==> src/rtl/clkctl_pkg.sv <==
package clkctl_pkg;

   localparam int unsigned BUS_W   = 16;
   localparam int unsigned LANE_W  = 8;
   localparam int unsigned LANES   = BUS_W / LANE_W;

   // Field placement inside the control word
   localparam int unsigned DIV_LSB = 8;
   localparam int unsigned DIV_W   = 2;
   localparam int unsigned SRC_LSB = 5;
   localparam int unsigned SRC_W   = 2;
   localparam int unsigned LVL_POS = 3;

   localparam logic [BUS_W-1:0] FIELD_MASK =
        (BUS_W'((1 << DIV_W) - 1) << DIV_LSB)
      | (BUS_W'((1 << SRC_W) - 1) << SRC_LSB)
      | (BUS_W'(1) << LVL_POS);

   typedef enum logic [SRC_W-1:0] {
      SRC_LEVEL = 2'b00,
      SRC_IFCLK = 2'b01,
      SRC_CORE  = 2'b10,
      SRC_SYS   = 2'b11
   } src_sel_e;

   typedef enum logic {
      ACC_IDLE = 1'b0,
      ACC_DONE = 1'b1
   } acc_state_e;

   typedef struct packed {
      logic [DIV_W-1:0] div_sel;
      src_sel_e         src;
      logic             lvl;
   } ctl_t;

   localparam ctl_t CTL_RESET = '{div_sel: '0, src: SRC_LEVEL, lvl: 1'b0};

endpackage

==> src/rtl/clkctl_bus.sv <==
module clkctl_bus
   import clkctl_pkg::*;
(
   input  logic clk,
   input  logic rst,
   input  logic req,
   input  logic wr,
   output logic ready,
   output logic wr_commit
);

   acc_state_e state;

   always_ff @(posedge clk) begin
      if (rst) begin
         state <= ACC_IDLE;
      end else begin
         unique case (state)
            ACC_IDLE: if (req) state <= ACC_DONE;
            default:  state <= ACC_IDLE;
         endcase
      end
   end

   assign ready     = (state == ACC_DONE);
   assign wr_commit = ready && wr;

   // completion lasts one cycle, then the bus is idle again
   p_ready_single_r5: assert property (@(posedge clk) disable iff (rst)
      ready |=> !ready);

   // an idle bus seeing a request completes on the next cycle
   p_ready_follows_req_r5: assert property (@(posedge clk) disable iff (rst)
      (!ready && req) |=> ready);

endmodule

==> src/rtl/clkctl_regs.sv <==
module clkctl_regs
   import clkctl_pkg::*;
(
   input  logic             clk,
   input  logic             rst,
   input  logic             wr_commit,
   input  logic             ready,
   input  logic [LANES-1:0] be,
   input  logic [BUS_W-1:0] wdata,
   output ctl_t             ctl,
   output logic [BUS_W-1:0] rdata
);

   localparam int unsigned DIV_LANE = DIV_LSB / LANE_W;
   localparam int unsigned SRC_LANE = SRC_LSB / LANE_W;

   logic [BUS_W-1:0] image;
   logic [BUS_W-1:0] merged;
   logic             rsvd_unused;

   always_comb begin
      image                         = '0;
      image[DIV_LSB +: DIV_W]       = ctl.div_sel;
      image[SRC_LSB +: SRC_W]       = ctl.src;
      image[LVL_POS]                = ctl.lvl;
   end

   for (genvar g = 0; g < LANES; g++) begin : g_lane
      assign merged[g*LANE_W +: LANE_W] =
         be[g] ? wdata[g*LANE_W +: LANE_W] : image[g*LANE_W +: LANE_W];
   end

   // reserved positions of the merged word are dropped on purpose
   assign rsvd_unused = ^(merged & ~FIELD_MASK);

   always_ff @(posedge clk) begin
      if (rst) begin
         ctl <= CTL_RESET;
      end else if (wr_commit) begin
         ctl.div_sel <= merged[DIV_LSB +: DIV_W];
         ctl.src     <= src_sel_e'(merged[SRC_LSB +: SRC_W]);
         ctl.lvl     <= merged[LVL_POS];
      end
   end

   assign rdata = ready ? image : '0;

   // a write without the upper lane leaves the ratio field alone
   p_div_lane_hold_r6: assert property (@(posedge clk) disable iff (rst)
      (wr_commit && !be[DIV_LANE]) |=> $stable(ctl.div_sel));

   // a write without the lower lane leaves source and level alone
   p_src_lane_hold_r6: assert property (@(posedge clk) disable iff (rst)
      (wr_commit && !be[SRC_LANE]) |=> ($stable(ctl.src) && $stable(ctl.lvl)));

   // register contents only move on a committed write
   p_ctl_hold_r5: assert property (@(posedge clk) disable iff (rst)
      !wr_commit |=> $stable(ctl));

endmodule

==> src/rtl/clkctl_div.sv <==
module clkctl_div #(
   parameter int unsigned BASE_LOG2 = 3,
   parameter int unsigned SEL_W     = 2
) (
   input  logic             clk,
   input  logic             rst,
   input  logic [SEL_W-1:0] div_sel,
   output logic             tick
);

   localparam int unsigned STEPS = 1 << SEL_W;
   localparam int unsigned CNT_W = BASE_LOG2 + STEPS - 1;

   if (BASE_LOG2 < 1 || CNT_W > 24) begin : g_bad_cfg
      $error("clkctl_div: BASE_LOG2/SEL_W give an unsupported counter width");
   end

   logic [CNT_W-1:0] cnt;
   logic [SEL_W-1:0] act_sel;

   function automatic logic [CNT_W-1:0] limit_of(input logic [SEL_W-1:0] s);
      logic [CNT_W:0] full;
      full = (CNT_W+1)'(1) << (BASE_LOG2 + int'(s));
      return full[CNT_W-1:0] - CNT_W'(1);
   endfunction

   assign tick = (cnt == limit_of(act_sel));

   always_ff @(posedge clk) begin
      if (rst) begin
         cnt     <= '0;
         act_sel <= '0;
      end else if (tick) begin
         cnt     <= '0;
         act_sel <= div_sel;
      end else begin
         cnt     <= cnt + CNT_W'(1);
      end
   end

   // the strobe is never wider than one cycle
   p_tick_single_r1: assert property (@(posedge clk) disable iff (rst)
      tick |=> !tick);

   // the count never runs past the active period
   p_cnt_bound_r1: assert property (@(posedge clk) disable iff (rst)
      cnt <= limit_of(act_sel));

   // the active ratio moves only at the end of a period
   p_ratio_hold_r7: assert property (@(posedge clk) disable iff (rst)
      !tick |=> $stable(act_sel));

endmodule

==> src/rtl/clkctl_ifgen.sv <==
module clkctl_ifgen #(
   parameter int unsigned IF_DIV = 2
) (
   input  logic clk,
   input  logic rst,
   output logic tick
);

   if (IF_DIV < 1) begin : g_bad_div
      $error("clkctl_ifgen: IF_DIV must be at least 1");
   end else if (IF_DIV == 1) begin : g_pass
      assign tick = 1'b1;
   end else begin : g_count
      localparam int unsigned W = $clog2(IF_DIV);
      logic [W-1:0] cnt;

      assign tick = (cnt == W'(IF_DIV - 1));

      always_ff @(posedge clk) begin
         if (rst)       cnt <= '0;
         else if (tick) cnt <= '0;
         else           cnt <= cnt + W'(1);
      end

      // interface strobes are separated by idle cycles
      p_if_spacing_r8: assert property (@(posedge clk) disable iff (rst)
         tick |=> !tick);
   end

endmodule

==> src/rtl/clkctl_omux.sv <==
module clkctl_omux
   import clkctl_pkg::*;
#(
   parameter bit REG_PIN = 1'b1
) (
   input  logic     clk,
   input  logic     rst,
   input  src_sel_e src,
   input  logic     lvl,
   input  logic     if_tick,
   input  logic     core_tick,
   output logic     pin
);

   logic nxt;

   always_comb begin
      unique case (src)
         SRC_LEVEL: nxt = lvl;
         SRC_IFCLK: nxt = if_tick;
         SRC_CORE:  nxt = core_tick;
         default:   nxt = 1'b1;
      endcase
   end

   if (REG_PIN) begin : g_reg
      always_ff @(posedge clk) begin
         if (rst) pin <= 1'b0;
         else     pin <= nxt;
      end

      // system-clock selection holds the pin high
      p_sys_high_r2: assert property (@(posedge clk) disable iff (rst)
         (src == SRC_SYS) |=> pin);

      // static selection copies the level bit one cycle later
      p_level_copy_r3: assert property (@(posedge clk) disable iff (rst)
         (src == SRC_LEVEL) |=> (pin == $past(lvl)));
   end else begin : g_comb
      assign pin = nxt;
   end

endmodule

==> src/rtl/clk_ratio_ctl.sv <==
module clk_ratio_ctl
   import clkctl_pkg::*;
#(
   parameter int unsigned BASE_LOG2 = 3,
   parameter int unsigned IF_DIV    = 2,
   parameter bit          REG_PIN   = 1'b1
) (
   input  logic        clk,
   input  logic        rst,
   input  logic        req,
   input  logic        wr,
   input  logic [1:0]  be,
   input  logic [15:0] wdata,
   output logic [15:0] rdata,
   output logic        ready,
   output logic        core_en,
   output logic        if_en,
   output logic        clk_pin
);

   if (BUS_W % LANE_W != 0 || LANES != 2) begin : g_bad_bus
      $error("clk_ratio_ctl: bus width must split into two byte lanes");
   end
   if (DIV_LSB + DIV_W > BUS_W || SRC_LSB + SRC_W > BUS_W || LVL_POS >= BUS_W) begin : g_bad_map
      $error("clk_ratio_ctl: a field lies outside the bus word");
   end

   logic wr_commit;
   ctl_t ctl;

   clkctl_bus u_bus (
      .clk       (clk),
      .rst       (rst),
      .req       (req),
      .wr        (wr),
      .ready     (ready),
      .wr_commit (wr_commit)
   );

   clkctl_regs u_regs (
      .clk       (clk),
      .rst       (rst),
      .wr_commit (wr_commit),
      .ready     (ready),
      .be        (be),
      .wdata     (wdata),
      .ctl       (ctl),
      .rdata     (rdata)
   );

   clkctl_div #(
      .BASE_LOG2 (BASE_LOG2),
      .SEL_W     (DIV_W)
   ) u_div (
      .clk     (clk),
      .rst     (rst),
      .div_sel (ctl.div_sel),
      .tick    (core_en)
   );

   clkctl_ifgen #(
      .IF_DIV (IF_DIV)
   ) u_ifgen (
      .clk  (clk),
      .rst  (rst),
      .tick (if_en)
   );

   clkctl_omux #(
      .REG_PIN (REG_PIN)
   ) u_omux (
      .clk       (clk),
      .rst       (rst),
      .src       (ctl.src),
      .lvl       (ctl.lvl),
      .if_tick   (if_en),
      .core_tick (core_en),
      .pin       (clk_pin)
   );

   // reserved positions never show up on a read
   p_rsvd_read_zero_r4: assert property (@(posedge clk) disable iff (rst)
      ready |-> ((rdata & ~FIELD_MASK) == '0));

   // outside the completing cycle the read bus is quiet
   p_rdata_idle_r5: assert property (@(posedge clk) disable iff (rst)
      !ready |-> (rdata == '0));

endmodule

==> config.mk <==
export PLATFORM = sky130hd
export DESIGN_NAME = clk_ratio_ctl
export DESIGN_NICKNAME = d
export VERILOG_FILES = /design/src/rtl/clkctl_pkg.sv /design/src/rtl/clkctl_bus.sv /design/src/rtl/clkctl_regs.sv /design/src/rtl/clkctl_div.sv /design/src/rtl/clkctl_ifgen.sv /design/src/rtl/clkctl_omux.sv /design/src/rtl/clk_ratio_ctl.sv
export SDC_FILE = /design/constraint.sdc
export NUM_CORES = 1
export LEC_CHECK = 0
export BUFFER_PORTS_ARGS = -buffer_cell sky130_fd_sc_hd__buf_2
export CAP_MARGIN = 20
export CORE_AREA = 2 2 47 49
export DETAILED_ROUTE_END_ITERATION = 8
export DIE_AREA = 0 0 49 51
export GPL_ROUTABILITY_DRIVEN = 0
export PLACE_DENSITY = 0.75
export SLEW_MARGIN = 40
export SYNTH_ARGS = -nofsm -noshare
export SYNTH_HDL_FRONTEND = slang
export SYNTH_HIERARCHICAL = 1
export SYNTH_SLANG_ARGS = --single-unit
==> constraint.sdc <==
create_clock -name clk -period 2 [get_ports clk]
set_clock_uncertainty 0.1 [all_clocks]
set_input_delay 0.1 -clock clk [delete_from_list [all_inputs] [get_ports clk]]
set_output_delay 0.1 -clock clk [all_outputs]
set_load 0.1 [all_outputs]
==> tab_implementation.tex <==
\begin{tabular}{lr}
\hline
Metric & Value \\
\hline
\multicolumn{2}{l}{\textbf{STA}} \\
Upper clock frequency limit & 531.8 MHz \\
Final hold violation count & 0 \\
Minimum hold slack & 0.01488 ns \\
Final slew viol count & 0 \\
Unrepaired setup endpoints after global routing & false \\
Crit path time final & 1.880 ns \\
Sum Neg Setup Slack & 0 ns \\
Period Utilization, post-route & 94.02\% \\
\# setup viols final & 0 \\
\multicolumn{2}{l}{\textbf{Pwr}} \\
Power share of the combinational group & 27.6\% \\
Clock Power Share & 27.3\% \\
Proportion of total power due to net switching & 35.59\% \\
Net Switching & 0.2674 mW \\
Power density cells & 723.4 nW/um\^{}2 \\
Cell leakage power & 0.4482 nW \\
Maximum vdd ir drop & 0.3638 mV \\
Cell Int Power & 0.4838 mW \\
Part of the total power dissipated in sequential elements & 45.2\% \\
\multicolumn{2}{l}{\textbf{Route}} \\
Initial drt markers & 16 \\
Routed Wire Length & 1427 um \\
Total via count after detailed routing & 649 \\
1st-pass router iterations & 3 \\
DRC violation count after routing & 0 \\
Number of nets still failing antenna checks after routing & 0 \\
Wire length per cell & 9.707 um \\
Via-to-Cell Ratio & 4.415 \\
\multicolumn{2}{l}{\textbf{Worst setup path}} \\
Setup crit end kind & primary output \\
Cell class contributing the biggest share of worst-path delay & compound AO/OA/AOI/OAI gates \\
CP Buf/Inv Count & 2 \\
Cell breakdown of the critical path & inv\_2 > a2111o\_1 > a21oi\_4 > buf\_12 \\
Kind of launch point of the worst setup path & flop \\
Worst stage delay on the critical path & 0.40 ns \\
Class of the most critical setup path & flop to primary output \\
Data required time at the worst endpoint & 1.80 ns \\
Worst Path Max Fanout & 9 \\
Critical-path top delay cell & sky130\_fd\_sc\_hd\_\_a2111o\_1 \\
Critical path data arrival time & 1.68 ns \\
\multicolumn{2}{l}{\textbf{Clock tree}} \\
Clock edge transition at the registers on the reported setup and hold paths & 0.09 ns \\
CTS HTree Levels & 1 \\
Root buf cell & sky130\_fd\_sc\_hd\_\_clkbuf\_4 \\
CTS max path bufs & 2 \\
Buffer count from post-CTS setup fixing & 0 \\
Cts bufs inserted & 3 \\
TritonCTS clock tree & done \\
Clock latency on the worst-skew pair & 0.28 ns \\
Clock sink count & 16 \\
\multicolumn{2}{l}{\textbf{Synthesis}} \\
Number of different library cells in the post-synthesis netlist & 26 \\
Mean instance size in the synthesized netlist & 9.207 sq um \\
Share of Yosys cell area claimed by the top area cell type & 37.81\% \\
Share of flip-flops with an asynchronous set or reset after synthesis & 0\% \\
Flip-flop and latch count after synthesis & 16 \\
Mapped cell area & 847.1 sq um \\
Biggest area contributors in the synthesized netlist & sky130\_fd\_sc\_hd\_\_dfxtp\_1 38\%, sky130\_fd\_sc\_hd\_\_buf\_4 9.7\%, sky130\_fd\_sc\_hd\_\_a21bo\_1 5.9\%, sky130\_fd\_sc\_hd\_\_nand3\_1 4.7\%, sky130\_fd\_sc\_hd\_\_a21oi\_1 4.1\% \\
Share of synthesized area occupied by flip-flops and latches & 37.81\% \\
Leading area contributor after synthesis & sky130\_fd\_sc\_hd\_\_dfxtp\_1 \\
Cell with the most instances after synthesis & sky130\_fd\_sc\_hd\_\_dfxtp\_1 \\
Most used standard cells in the synthesized netlist & 16 x sky130\_fd\_sc\_hd\_\_dfxtp\_1, 11 x sky130\_fd\_sc\_hd\_\_buf\_4, 8 x sky130\_fd\_sc\_hd\_\_nand3\_1 \\
Post-synth EDFFs & 0 \\
Synthesis warning total & 6 \\
Cells after Synth & 92 \\
Leading register cell type out of synthesis & sky130\_fd\_sc\_hd\_\_dfxtp\_1 \\
\multicolumn{2}{l}{\textbf{Layout}} \\
Number of diodes added for antenna fixing & 0 \\
Layout cells sized above 1 & 26.89\% \\
Fin nets & 144 \\
Core occupancy in the finished layout & 50.33\% \\
Area Overhead vs Synth & 22.60\% \\
\multicolumn{2}{l}{\textbf{Status}} \\
Run status & finished, final reports clean \\
\multicolumn{2}{l}{\textbf{Global routing}} \\
All-layer global routing usage & 13.10\% \\
Maximum number of pins on one net before global-route repair & 19 \\
Wire length of the first global-routing pass & 2580 um \\
Vias in the first global route & 642 \\
Number of antenna violations at the first check in global routing & 0 \\
Grt ovf & 0 \\
\multicolumn{2}{l}{\textbf{Die}} \\
Die area & 2499 sq um \\
Core Region & 2063 sq um \\
Effective utilization at floorplan & 41.06\% \\
Die span in x & 49 um \\
I/O pin total & 42 \\
Vertical extent of the die & 51 um \\
Row Count & 17 \\
\multicolumn{2}{l}{\textbf{Placement}} \\
Count of input and output buffers & 19 \\
\multicolumn{2}{l}{\textbf{Run}} \\
Max-Cap Viols & 0 \\
\multicolumn{2}{l}{\textbf{Hold path}} \\
Kind of path behind the tightest hold check & primary input to flop \\
\hline
\end{tabular}
power groups by stage:
stage          Clock [mW]  Combinational (mW)  Sequential [mW]
6_report            0.205               0.207            0.339
5_1_grt             0.225               0.218            0.341
4_1_cts             0.214               0.208            0.340
3_5_place_dp            0               0.198            0.347
3_3_place_gp            0               0.196            0.346
2_1_floorplan           0               0.163            0.367
metal layers:
layer  GRT usage [%]  vias up  share of wire (%)
li1                -      341                  -
met1           15.15      289                 46
met2           23.97       19                 49
met3           2.047        0                4.3
met4           5.714        0                  0
met5               0        -                  0
path summary, 6_finish.rpt:
kind,from,to,slack [ns],depth (start not counted)
max,u_div/cnt[5],core_en,0.12,4
min,be[1],u_regs/ctl[4],0.01,3
max reg2reg,u_div/cnt[5],u_omux/pin,0.34,5
min reg2reg,u_ifgen/tick,u_ifgen/tick,0.34,1
cell type report:
cell class,count,area [sq um]
clock buffers,4,36.28
fillers,211,1025
inverters,2,7.507
multi-input cells,72,469.2
flip-flops and latches,16,320.3
well taps,28,35.03
repair buffers,25,170.2
stage by stage:
stage | setup slack [ns] | area [sq um] | total power, mW | cells
2_1_floorplan | 0.02536 | 894.6 | 0.5298 | 103
3_3_place_gp | 0.3628 | 942.2 | 0.5426 | 137
3_5_place_dp | 0.3629 | 942.2 | 0.5455 | 137
4_1_cts | 0.1081 | 1039 | 0.7609 | 147
5_1_grt | 0.04114 | 1039 | 0.7844 | 147
6_report | 0.1195 | 1039 | 0.7512 | 147
cells by family (layout without fill, tap and decap cells):
logic type	after synthesis	after routing	share of synthesized area, %
AND/OR/NAND/NOR	32	32	21.42
XOR/XNOR	6	6	6.204
adder cells (fa/ha/maj)	2	2	2.954
flip-flops	16	16	37.81
other	2	13	0.8866
AO/OA/AOI/OAI	16	16	14.77
multiplexers	3	3	3.545
buffers and inverters	15	31	12.41
worst reg2reg max path, cell delays in order (launching register included):
cell and delay (ns):
sky130_fd_sc_hd__dfxtp_1 0.39, sky130_fd_sc_hd__inv_2 0.05, sky130_fd_sc_hd__a2111o_1 0.40, sky130_fd_sc_hd__a21oi_4 0.34
sky130_fd_sc_hd__nor3b_1 0.10, sky130_fd_sc_hd__a211oi_1 0.20
placed cells by master (no fill, tap or decap), drive strengths merged:
| cell type | netlist | routed |
|---|---|---|
| nand2b | 4 | 4 |
| inv | 2 | 2 |
| dfxtp | 16 | 16 |
| a21oi | 8 | 8 |
| mux2i | 3 | 3 |
| clkbuf | 1 | 4 |
| and2 | 6 | 6 |
| nor3b | 4 | 4 |
| nor2 | 3 | 3 |
| nand2 | 3 | 3 |
| dlygate4sd3 | 0 | 6 |
| nand3 | 8 | 8 |
| xnor2 | 2 | 2 |
| a21bo | 5 | 5 |
| a2111o | 1 | 1 |
| buf | 12 | 19 |
| ha | 2 | 2 |
| nor3 | 4 | 4 |
| o21ai | 1 | 1 |
| conb | 2 | 13 |
| a211oi | 1 | 1 |
| xor2 | 4 | 4 |
sequential cells by signal, summed over array words and instances, names as in the netlist:
register and cells:
u_bus/ready 1, u_div/act_sel 2, u_div/cnt 6, u_ifgen/tick 1, u_omux/pin 1, u_regs/ctl 5
repair_timing:
action                                 CTS  global route
resized for setup                        0             0
endpoints found under the hold margin    6             0
hold buffers                             6             0
(Power assumes the default switching activity.)
